## src/rtl/shf_pkg.sv

```systemverilog
package shf_pkg;

   typedef enum logic [2:0] {
      OP_LSL     = 3'd0,
      OP_LSR     = 3'd1,
      OP_ASL     = 3'd2,
      OP_ASR     = 3'd3,
      OP_BIDIR   = 3'd4,
      OP_BIDIR_X = 3'd5
   } shf_op_e;

   function automatic int max_i(input int x, input int y);
      return (x > y) ? x : y;
   endfunction

   function automatic int stage_cnt(input int w);
      return (w > 1) ? $clog2(w) : 1;
   endfunction

endpackage

```

## src/rtl/shf_extend.sv

```systemverilog
module shf_extend #(
   parameter int AW = 8,
   parameter int W  = 8
) (
   input  logic          a_signed,
   input  logic [AW-1:0] a,
   output logic [W-1:0]  ext
);

   generate
      if (AW > W) begin : g_bad
         $error("shf_extend: operand wider than internal width");
      end else if (AW == W) begin : g_same
         assign ext = a;
      end else begin : g_widen
         logic top_bit;
         assign top_bit = a_signed & a[AW-1];
         assign ext     = {{(W-AW){top_bit}}, a};
      end
   endgenerate

endmodule

```

## src/rtl/shf_amount.sv

```systemverilog
module shf_amount #(
   parameter int BW = 4
) (
   input  logic        use_sign,
   input  logic [BW-1:0] b,
   output logic        neg,
   output logic [BW:0] mag
);

   logic [BW:0] b_sx;

   assign neg  = use_sign & b[BW-1];
   assign b_sx = {neg, b};
   assign mag  = neg ? (~b_sx + 1'b1) : b_sx;

endmodule

```

## src/rtl/shf_barrel.sv

```systemverilog
module shf_barrel #(
   parameter int W  = 8,
   parameter int MW = 4
) (
   input  logic [W-1:0]  din,
   input  logic          fill,
   input  logic          left,
   input  logic [MW-1:0] mag,
   output logic [W-1:0]  dout,
   output logic [W-1:0]  keep
);

   import shf_pkg::*;

   localparam int S = stage_cnt(W);

   logic [W-1:0] rin;
   logic [W-1:0] dst [0:S];
   logic [W-1:0] mst [0:S];
   logic [W-1:0] rout;
   logic [W-1:0] rkeep;
   logic         ovf;

   // Left shifts run through the same right-shift network on a mirrored word.
   generate
      for (genvar i = 0; i < W; i++) begin : g_mir_in
         assign rin[i] = left ? din[W-1-i] : din[i];
      end
   endgenerate

   assign dst[0] = rin;
   assign mst[0] = '1;

   generate
      for (genvar k = 0; k < S; k++) begin : g_stage
         localparam int D = 1 << k;
         if (k < MW && D < W) begin : g_live
            assign dst[k+1] = mag[k] ? {{D{fill}}, dst[k][W-1:D]} : dst[k];
            assign mst[k+1] = mag[k] ? {{D{1'b0}}, mst[k][W-1:D]} : mst[k];
         end else begin : g_pass
            assign dst[k+1] = dst[k];
            assign mst[k+1] = mst[k];
         end
      end
   endgenerate

   assign ovf   = ({{(32-MW){1'b0}}, mag} >= 32'(W));
   assign rout  = ovf ? {W{fill}} : dst[S];
   assign rkeep = ovf ? '0 : mst[S];

   generate
      for (genvar i = 0; i < W; i++) begin : g_mir_out
         assign dout[i] = left ? rout[W-1-i]  : rout[i];
         assign keep[i] = left ? rkeep[W-1-i] : rkeep[i];
      end
   endgenerate

endmodule

```

## src/rtl/shf_unit.sv

```systemverilog
module shf_unit #(
   parameter int A_WIDTH = 12,
   parameter int B_WIDTH = 5,
   parameter int Y_WIDTH = 16,
   parameter bit REG_OUT = 1'b1
) (
   input  logic               clk,
   input  logic               rst_n,
   input  logic [2:0]         op,
   input  logic               a_signed,
   input  logic               b_signed,
   input  logic [A_WIDTH-1:0] a,
   input  logic [B_WIDTH-1:0] b,
   output logic [Y_WIDTH-1:0] y
);

   import shf_pkg::*;

   localparam int WW = max_i(A_WIDTH, Y_WIDTH);
   localparam int MW = B_WIDTH + 1;

   generate
      if (A_WIDTH < 1 || Y_WIDTH < 1) begin : g_chk_w
         $error("shf_unit: widths must be at least 1");
      end
      if (B_WIDTH < 1 || B_WIDTH > 30) begin : g_chk_b
         $error("shf_unit: B_WIDTH must lie in 1..30");
      end
      if (WW < 2) begin : g_chk_ww
         $error("shf_unit: internal width must be at least 2");
      end
   endgenerate

   logic [WW-1:0]      ext;
   logic               two_way;
   logic               neg;
   logic [MW-1:0]      mag;
   logic               go_left;
   logic               fill;
   logic [WW-1:0]      sh;
   logic [WW-1:0]      kp;
   logic [WW-1:0]      res_w;
   logic [Y_WIDTH-1:0] res;

   shf_extend #(.AW(A_WIDTH), .W(WW)) u_ext (
      .a_signed (a_signed),
      .a        (a),
      .ext      (ext)
   );

   assign two_way = (op == OP_BIDIR) || (op == OP_BIDIR_X);

   shf_amount #(.BW(B_WIDTH)) u_amt (
      .use_sign (b_signed & two_way),
      .b        (b),
      .neg      (neg),
      .mag      (mag)
   );

   assign go_left = (op == OP_LSL) || (op == OP_ASL) || (two_way && neg);
   assign fill    = (op == OP_ASR) && a_signed && ext[WW-1];

   shf_barrel #(.W(WW), .MW(MW)) u_bar (
      .din  (ext),
      .fill (fill),
      .left (go_left),
      .mag  (mag),
      .dout (sh),
      .keep (kp)
   );

   always_comb begin
      res_w = '0;
      case (op)
         OP_LSL, OP_LSR, OP_ASL, OP_ASR, OP_BIDIR: res_w = sh;
         OP_BIDIR_X: begin
            for (int i = 0; i < WW; i++) begin
               res_w[i] = kp[i] ? sh[i] : 1'bx;
            end
         end
         default: res_w = '0;
      endcase
   end

   assign res = res_w[Y_WIDTH-1:0];

   generate
      if (REG_OUT) begin : g_reg
         always_ff @(posedge clk or negedge rst_n) begin
            if (!rst_n) y <= '0;
            else        y <= res;
         end
      end else begin : g_comb
         assign y = res;
      end
   endgenerate

endmodule

```

## config.mk

```make
export PLATFORM = sky130hd
export DESIGN_NAME = shf_unit
export DESIGN_NICKNAME = d
export VERILOG_FILES = /design/src/rtl/shf_pkg.sv /design/src/rtl/shf_extend.sv /design/src/rtl/shf_amount.sv /design/src/rtl/shf_barrel.sv /design/src/rtl/shf_unit.sv
export SDC_FILE = /design/constraint.sdc
export NUM_CORES = 1
export LEC_CHECK = 0
export ABC_AREA = 1
export BUFFER_PORTS_ARGS = -buffer_cell sky130_fd_sc_hd__buf_2
export CAP_MARGIN = 20
export CELL_PAD_IN_SITES_DETAIL_PLACEMENT = 0
export CELL_PAD_IN_SITES_GLOBAL_PLACEMENT = 1
export CORE_UTILIZATION = 27
export DETAILED_ROUTE_END_ITERATION = 10
export PLACE_DENSITY = 0.71
export REMOVE_ABC_BUFFERS = 1
export SLEW_MARGIN = 20
export SYNTH_ARGS = -nofsm -noshare
export SYNTH_HDL_FRONTEND = slang
export SYNTH_SLANG_ARGS = --single-unit
export TNS_END_PERCENT = 20
```

## constraint.sdc

```tcl
create_clock -name clk -period 0.8 [get_ports clk]
set_clock_uncertainty 0.2 [all_clocks]
set_input_delay 0.04 -clock clk [delete_from_list [all_inputs] [get_ports clk]]
set_output_delay 0.04 -clock clk [all_outputs]
set_load 0.1 [all_outputs]
```

[Yosys cells after proc, flatten, opt, wreduce, memory -nomap -nowiden]
Cells that the tools add are included.
Storage, ports and cells
  flip-flop bits (word level): 16
  input bits: 24
  output and inout bits: 16
Operators by class
  bitwise gates (word level): 4
  eq/ne operators: 5
  add/sub/neg operators: 1
  reduce and logical (&&, ||, !) cells: 8
  mux-type cells: 76
  magnitude comparators: 1
Operators by type and width (number)
  $mux W16: 10
  $mux W1: 64
  $pmux W16 S2: 1
  $add A6 B1 Y6 const B: 1
  $eq A3 B2 Y1 const B: 2
  $eq A3 B3 Y1 const B: 2
  $ge A6 B5 Y1 const B: 1
  $mux W6: 1
  $not A6 Y6: 1
  $reduce_or A5 Y1: 1
  $and A1 B1 Y1: 3
  $eq A3 B1 Y1 const B: 1
  $logic_and A1 B1 Y1: 3
  $logic_not A3 Y1: 1
  $logic_or A1 B1 Y1: 3

[Logic depth before layout (Yosys ltp)]
  depth after elaboration: 15
  gate-level depth with buffers: 15
  gate-level depth less buffers: 14

[Modules after synthesis]
A second synthesis with hierarchy kept.
Second synthesis, totals
  cells, all modules: 432
  area total of the unflattened synthesis: 2218.4 sq um
Modules (own cells, without submodules)
  shf_barrel: area each 1392.6 sq um, sequential area each 0.0 sq um, instances 1, cells each 332
  shf_unit: area each 581.8 sq um, sequential area each 400.4 sq um, instances 1, cells each 60
  shf_extend: area each 127.6 sq um, sequential area each 0.0 sq um, instances 1, cells each 18
  shf_amount: area each 116.4 sq um, sequential area each 0.0 sq um, instances 1, cells each 22

[Least setup slack after synthesis]
No wires, ideal clock.
  path type: input port to flip-flop
  from: in b[0]
  to: reg y[6]
  arrival time: 1.813 ns
  setup slack: -1.351 ns
  data required time: 0.463 ns
  setup time: 0.137 ns
  buffers on the path: 3
  cell stages on the path: 13
  cells stage by stage: buf_2 inv_2 clkbuf_1 ha_1 o21ai_4 inv_2 buf_2 nand2_1 nand3_1 nand3_1 nand3_1 nand2_1 a21oi_1
Between the ends
  longest elaborated chain between the ends: 11
RTL lines
  start: declaration: line shf_unit.sv:13  | input logic [B_WIDTH-1:0] b,
  $not A6 Y6: line shf_amount.sv:14  | assign mag = neg ? (~b_sx + 1'b1) : b_sx;
  $add A6 B1 Y6: line shf_amount.sv:14
  $mux W6 (*): line shf_amount.sv:14
  branches (longest 4 deep; another with $ge A6 B5 Y1)
  $mux W16 (*): line shf_barrel.sv:48  | assign rout = ovf ? {W{fill}} : dst[S];
  $mux W1 (*): line shf_barrel.sv:53  | assign dout[i] = left ? rout[W-1-i] : rout[i];
  $mux W1: line shf_unit.sv:78  | res_w[i] = kp[i] ? sh[i] : 1'bx;
  $pmux W16 S2 (*): line shf_unit.sv:74  | case (op)
  net res[6]: line shf_unit.sv:43  | logic [Y_WIDTH-1:0] res;
  end signal: assignment: line shf_unit.sv:91  | else y <= res;
  end: declaration: line shf_unit.sv:14  | output logic [Y_WIDTH-1:0] y
Mark *: on every way through the listed nets, which the timed path passes. The select of a mux whose other input is x is not followed.

[Worst setup path in the final report]
  from: in op[1]
  to: reg y[12]
Between the ends
  longest elaborated chain between the ends: 15
RTL lines
  start: declaration: line shf_unit.sv:9  | input logic [2:0] op,
  branches (longest 14 deep; another with $add A6 B1 Y6)
  $pmux W16 S2 (*): line shf_unit.sv:74
  net res[12]: line shf_unit.sv:43
Marks and branches as above.

==> run summary <==
mux cell area share after synthesis -> 0%
Area growth, synth to finish -> 78.4%
CP max FO -> 6
design area -> 0.00330 mm^2
GRT overflow -> 0
power share of the clock group -> 12.9%
Worst-path clk slew -> 0.06 ns
Starting Density -> 28.5%
Synth Area in Adders -> 0.677%
Sinks on Clock Net -> 16
Inst Count DP -> 430
Synth Area in Compound Gates -> 5.62%
Post-Synth XOR/XNOR Area -> 1.96%
number of diodes -> 0
Post-Synthesis Cells -> 311
I/O Buffers -> 39
Simple-Gate Fraction of Synth Area -> 59.5%
max FFs per register -> 16
vias in the first global route -> 2252
Routed Antenna Nets -> 0
RePlAce Congestion -> 0.875
internal power -> 2.37 mW
NetSw -> 2.14 mW
routed len/inst -> 13.3 um
Seq pwr share -> 21.9%
placed cell areas -> 0.00248 mm^2
biggest regs -> y x16
CTS buffer count -> 3
area fraction of the dominant cell type after synthesis -> 38.4%
DRC viols -> 1
power share of the combinational group -> 65.2%
full die area -> 0.00718 mm^2
initial antenna violation count -> 0
clock buffer depth -> 2
first-pass GRT wire length -> 10300 um
DRT Pass-1 Iters -> 7
crit path time final -> 1.59 ns
RSZ-0062 raised after global routing -> yes
Yosys reg bits -> 16
ratio of cells with drive above 1 in the final layout -> 48.0%
Fmax -> 627 MHz
Setup CP Type -> input pin to flop
clock root cell -> clkbuf_8
nets -> 402
CP Capture Type -> flop
post-DP HPWL -> 4160 um
GRT Total Usage -> 17.5%
Critical Path RT -> 0.78 ns
Slew Viols, Final -> 0
DR vias/cell -> 5.24
critical path launch point type -> input pin
Worst VDD drop -> 0.836 mV
CTS tree -> done
pwr dens -> 1370 mW/mm^2
Synth area leader -> nand3_1
setup ws final -> -0.794 ns
synth unique cells -> 28
Critical Path AT -> 1.57 ns
die height -> 84.8 um
# H-tree levels -> 1
leakage power -> 1.57 nW
core area -> 0.00649 mm^2
IO Pins -> 40
vias after detailed routing -> 2368
Worst Tran Pin Value -> 0.354 ns
largest net degree at the start of global routing -> 19
Layout Cells excl Fill -> 452
average cell area after synthesis -> 5.95 um^2
fill cell count -> 606
Most flops, register -> y
number of max-cap violations -> 0
DRT Wirelength -> 6020 um
largest cells by area after synthesis -> nand3_1 (38%), dfrtp_1 (22%), nand2_1 (16%)
slew margin rel. -> 76.4%
# rows -> 29
register area share after synthesis -> 21.7%
status -> finished, violations left
final period utilization -> 199%
largest family of logic cells by synthesized area -> simple AND/OR/NAND/NOR gates
Hold Vio Cnt, Final -> 0
Horiz. Die Dim -> 84.8 um
synth warn -> 0
HP Class -> input pin to asynchronous set/reset pin
initial DRC count -> 141
failing checks -> design-rule violations, negative setup slack
Switching Share -> 47.5%
number of setup violations in the final report -> 32
Synth Cell Area -> 0.00185 mm^2
==> repair_timing <==
item                                   CTS  global route
setup endpoints to repair               32            32
gates resized for setup                 64            65
pin swaps                               24            22
cloned                                   2             2
buffers inserted                         7             8
endpoints found under the hold margin   16             0
hold buffers                             1             0
==> synthesized netlist by cell type <==
library cell / count
nand3_1: 142
nand2_1: 77
inv_1: 20
dfrtp_1: 16
a21oi_1: 14
buf_2: 8
clkbuf_1: 4
nor2_1: 4
buf_6: 3
inv_2: 3
buf_1: 2
nand2_2: 2
a21boi_1: 1
buf_4: 1
ha_1: 1
inv_4: 1
nand2_4: 1
nand3_2: 1
nand4_4: 1
nor2_2: 1
nor2_4: 1
nor2b_1: 1
o21ai_0: 1
o21ai_1: 1
o21ai_4: 1
or2_2: 1
xor2_1: 1
xor2_4: 1
==> through the flow <==
stage          utilization, %  setup slack (ns)  total power, mW  hold slack [ns]  setup TNS, ns
4_1_cts                  45.2            -0.738             4.27           0.0335         -15.65
5_1_grt                  50.8            -0.887             4.78           0.0638         -18.13
3_3_place_gp             38.3             -1.09             3.36           -0.236         -17.14
3_5_place_dp             38.3             -1.12             3.37           -0.231         -17.63
2_1_floorplan               -             -1.11             2.47           -0.456         -22.41
6_report                 50.8            -0.794             4.52           0.0366         -16.23
==> routing by layer <==
metal / track usage, % / vias to the layer above / wire (um)
met1: 22.5 / 1116 / 2570
met4: 4.01 / 0 / 71
met2: 30.7 / 49 / 3170
li1: - / 1194 / -
met3: 2.75 / 9 / 214
met5: 0 / - / 0
==> worst max-delay path: stages <==
cell and delay (ns):
buf_8 0.10, inv_6 0.05, nand4_4 0.13, buf_6 0.17, nor2_4 0.12, xor2_4 0.21
buf_6 0.16, buf_8 0.13, buf_6 0.09, nand3_2 0.07, nand3_2 0.07, nand3_2 0.09
a21oi_2 0.14
==> cells in the final DEF (no fill, tap or decap), drive strengths merged <==
cell / count
a21boi: 1
a21oi: 14
buf: 76
clkbuf: 4
clkinv: 1
dfrtp: 16
dlygate4sd3: 1
ha: 1
inv: 24
nand2: 80
nand3: 143
nand4: 1
nor2: 6
nor2b: 1
o21ai: 3
or2: 1
xor2: 2
==> worst paths after layout <==
path                        from               to  cells past startpoint
max in group asynchronous  rst_n  y[15]$_DFF_PN0_                      2
worst max-delay path       op[1]  y[12]$_DFF_PN0_                     13
min in group clk           op[1]   y[8]$_DFF_PN0_                      5
worst min-delay path       rst_n   y[6]$_DFF_PN0_                      2
==> power groups by stage <==
stage                     clock [mW]  sequential [mW]  combinational (mW)
final                          0.584            0.987                2.94
after global routing           0.642             1.00                3.13
after CTS                      0.608            0.991                2.67
after detailed placement           0             1.00                2.36
after global placement             0             1.00                2.35
after floorplan                    0             1.66               0.803
==> final cells by class <==
class / count / area, um^2 / share of cell area [%]
Clock buffer: 3 / 41.3 / 1.25
Inverter: 24 / 110 / 3.34
Multi-Input combinational cell: 253 / 1740 / 52.7
Sequential cell: 16 / 400 / 12.1
Tap cell: 77 / 96.3 / 2.92
Timing Repair Buffer: 78 / 907 / 27.5
Timing Repair inverter: 1 / 6.26 / 0.190
==> kinds of logic (layout without fill, tap and decap cells) <==
group,count (synthesis),count (layout)
DFF,16,16
and+or+nand+nor,232,232
xor gates and xnor gates,2,2
adders and majority gates,1,1
buffers and inverters,42,106
AOI/OAI and AO/OA,18,18
Power figures use the tool's default switching activity.
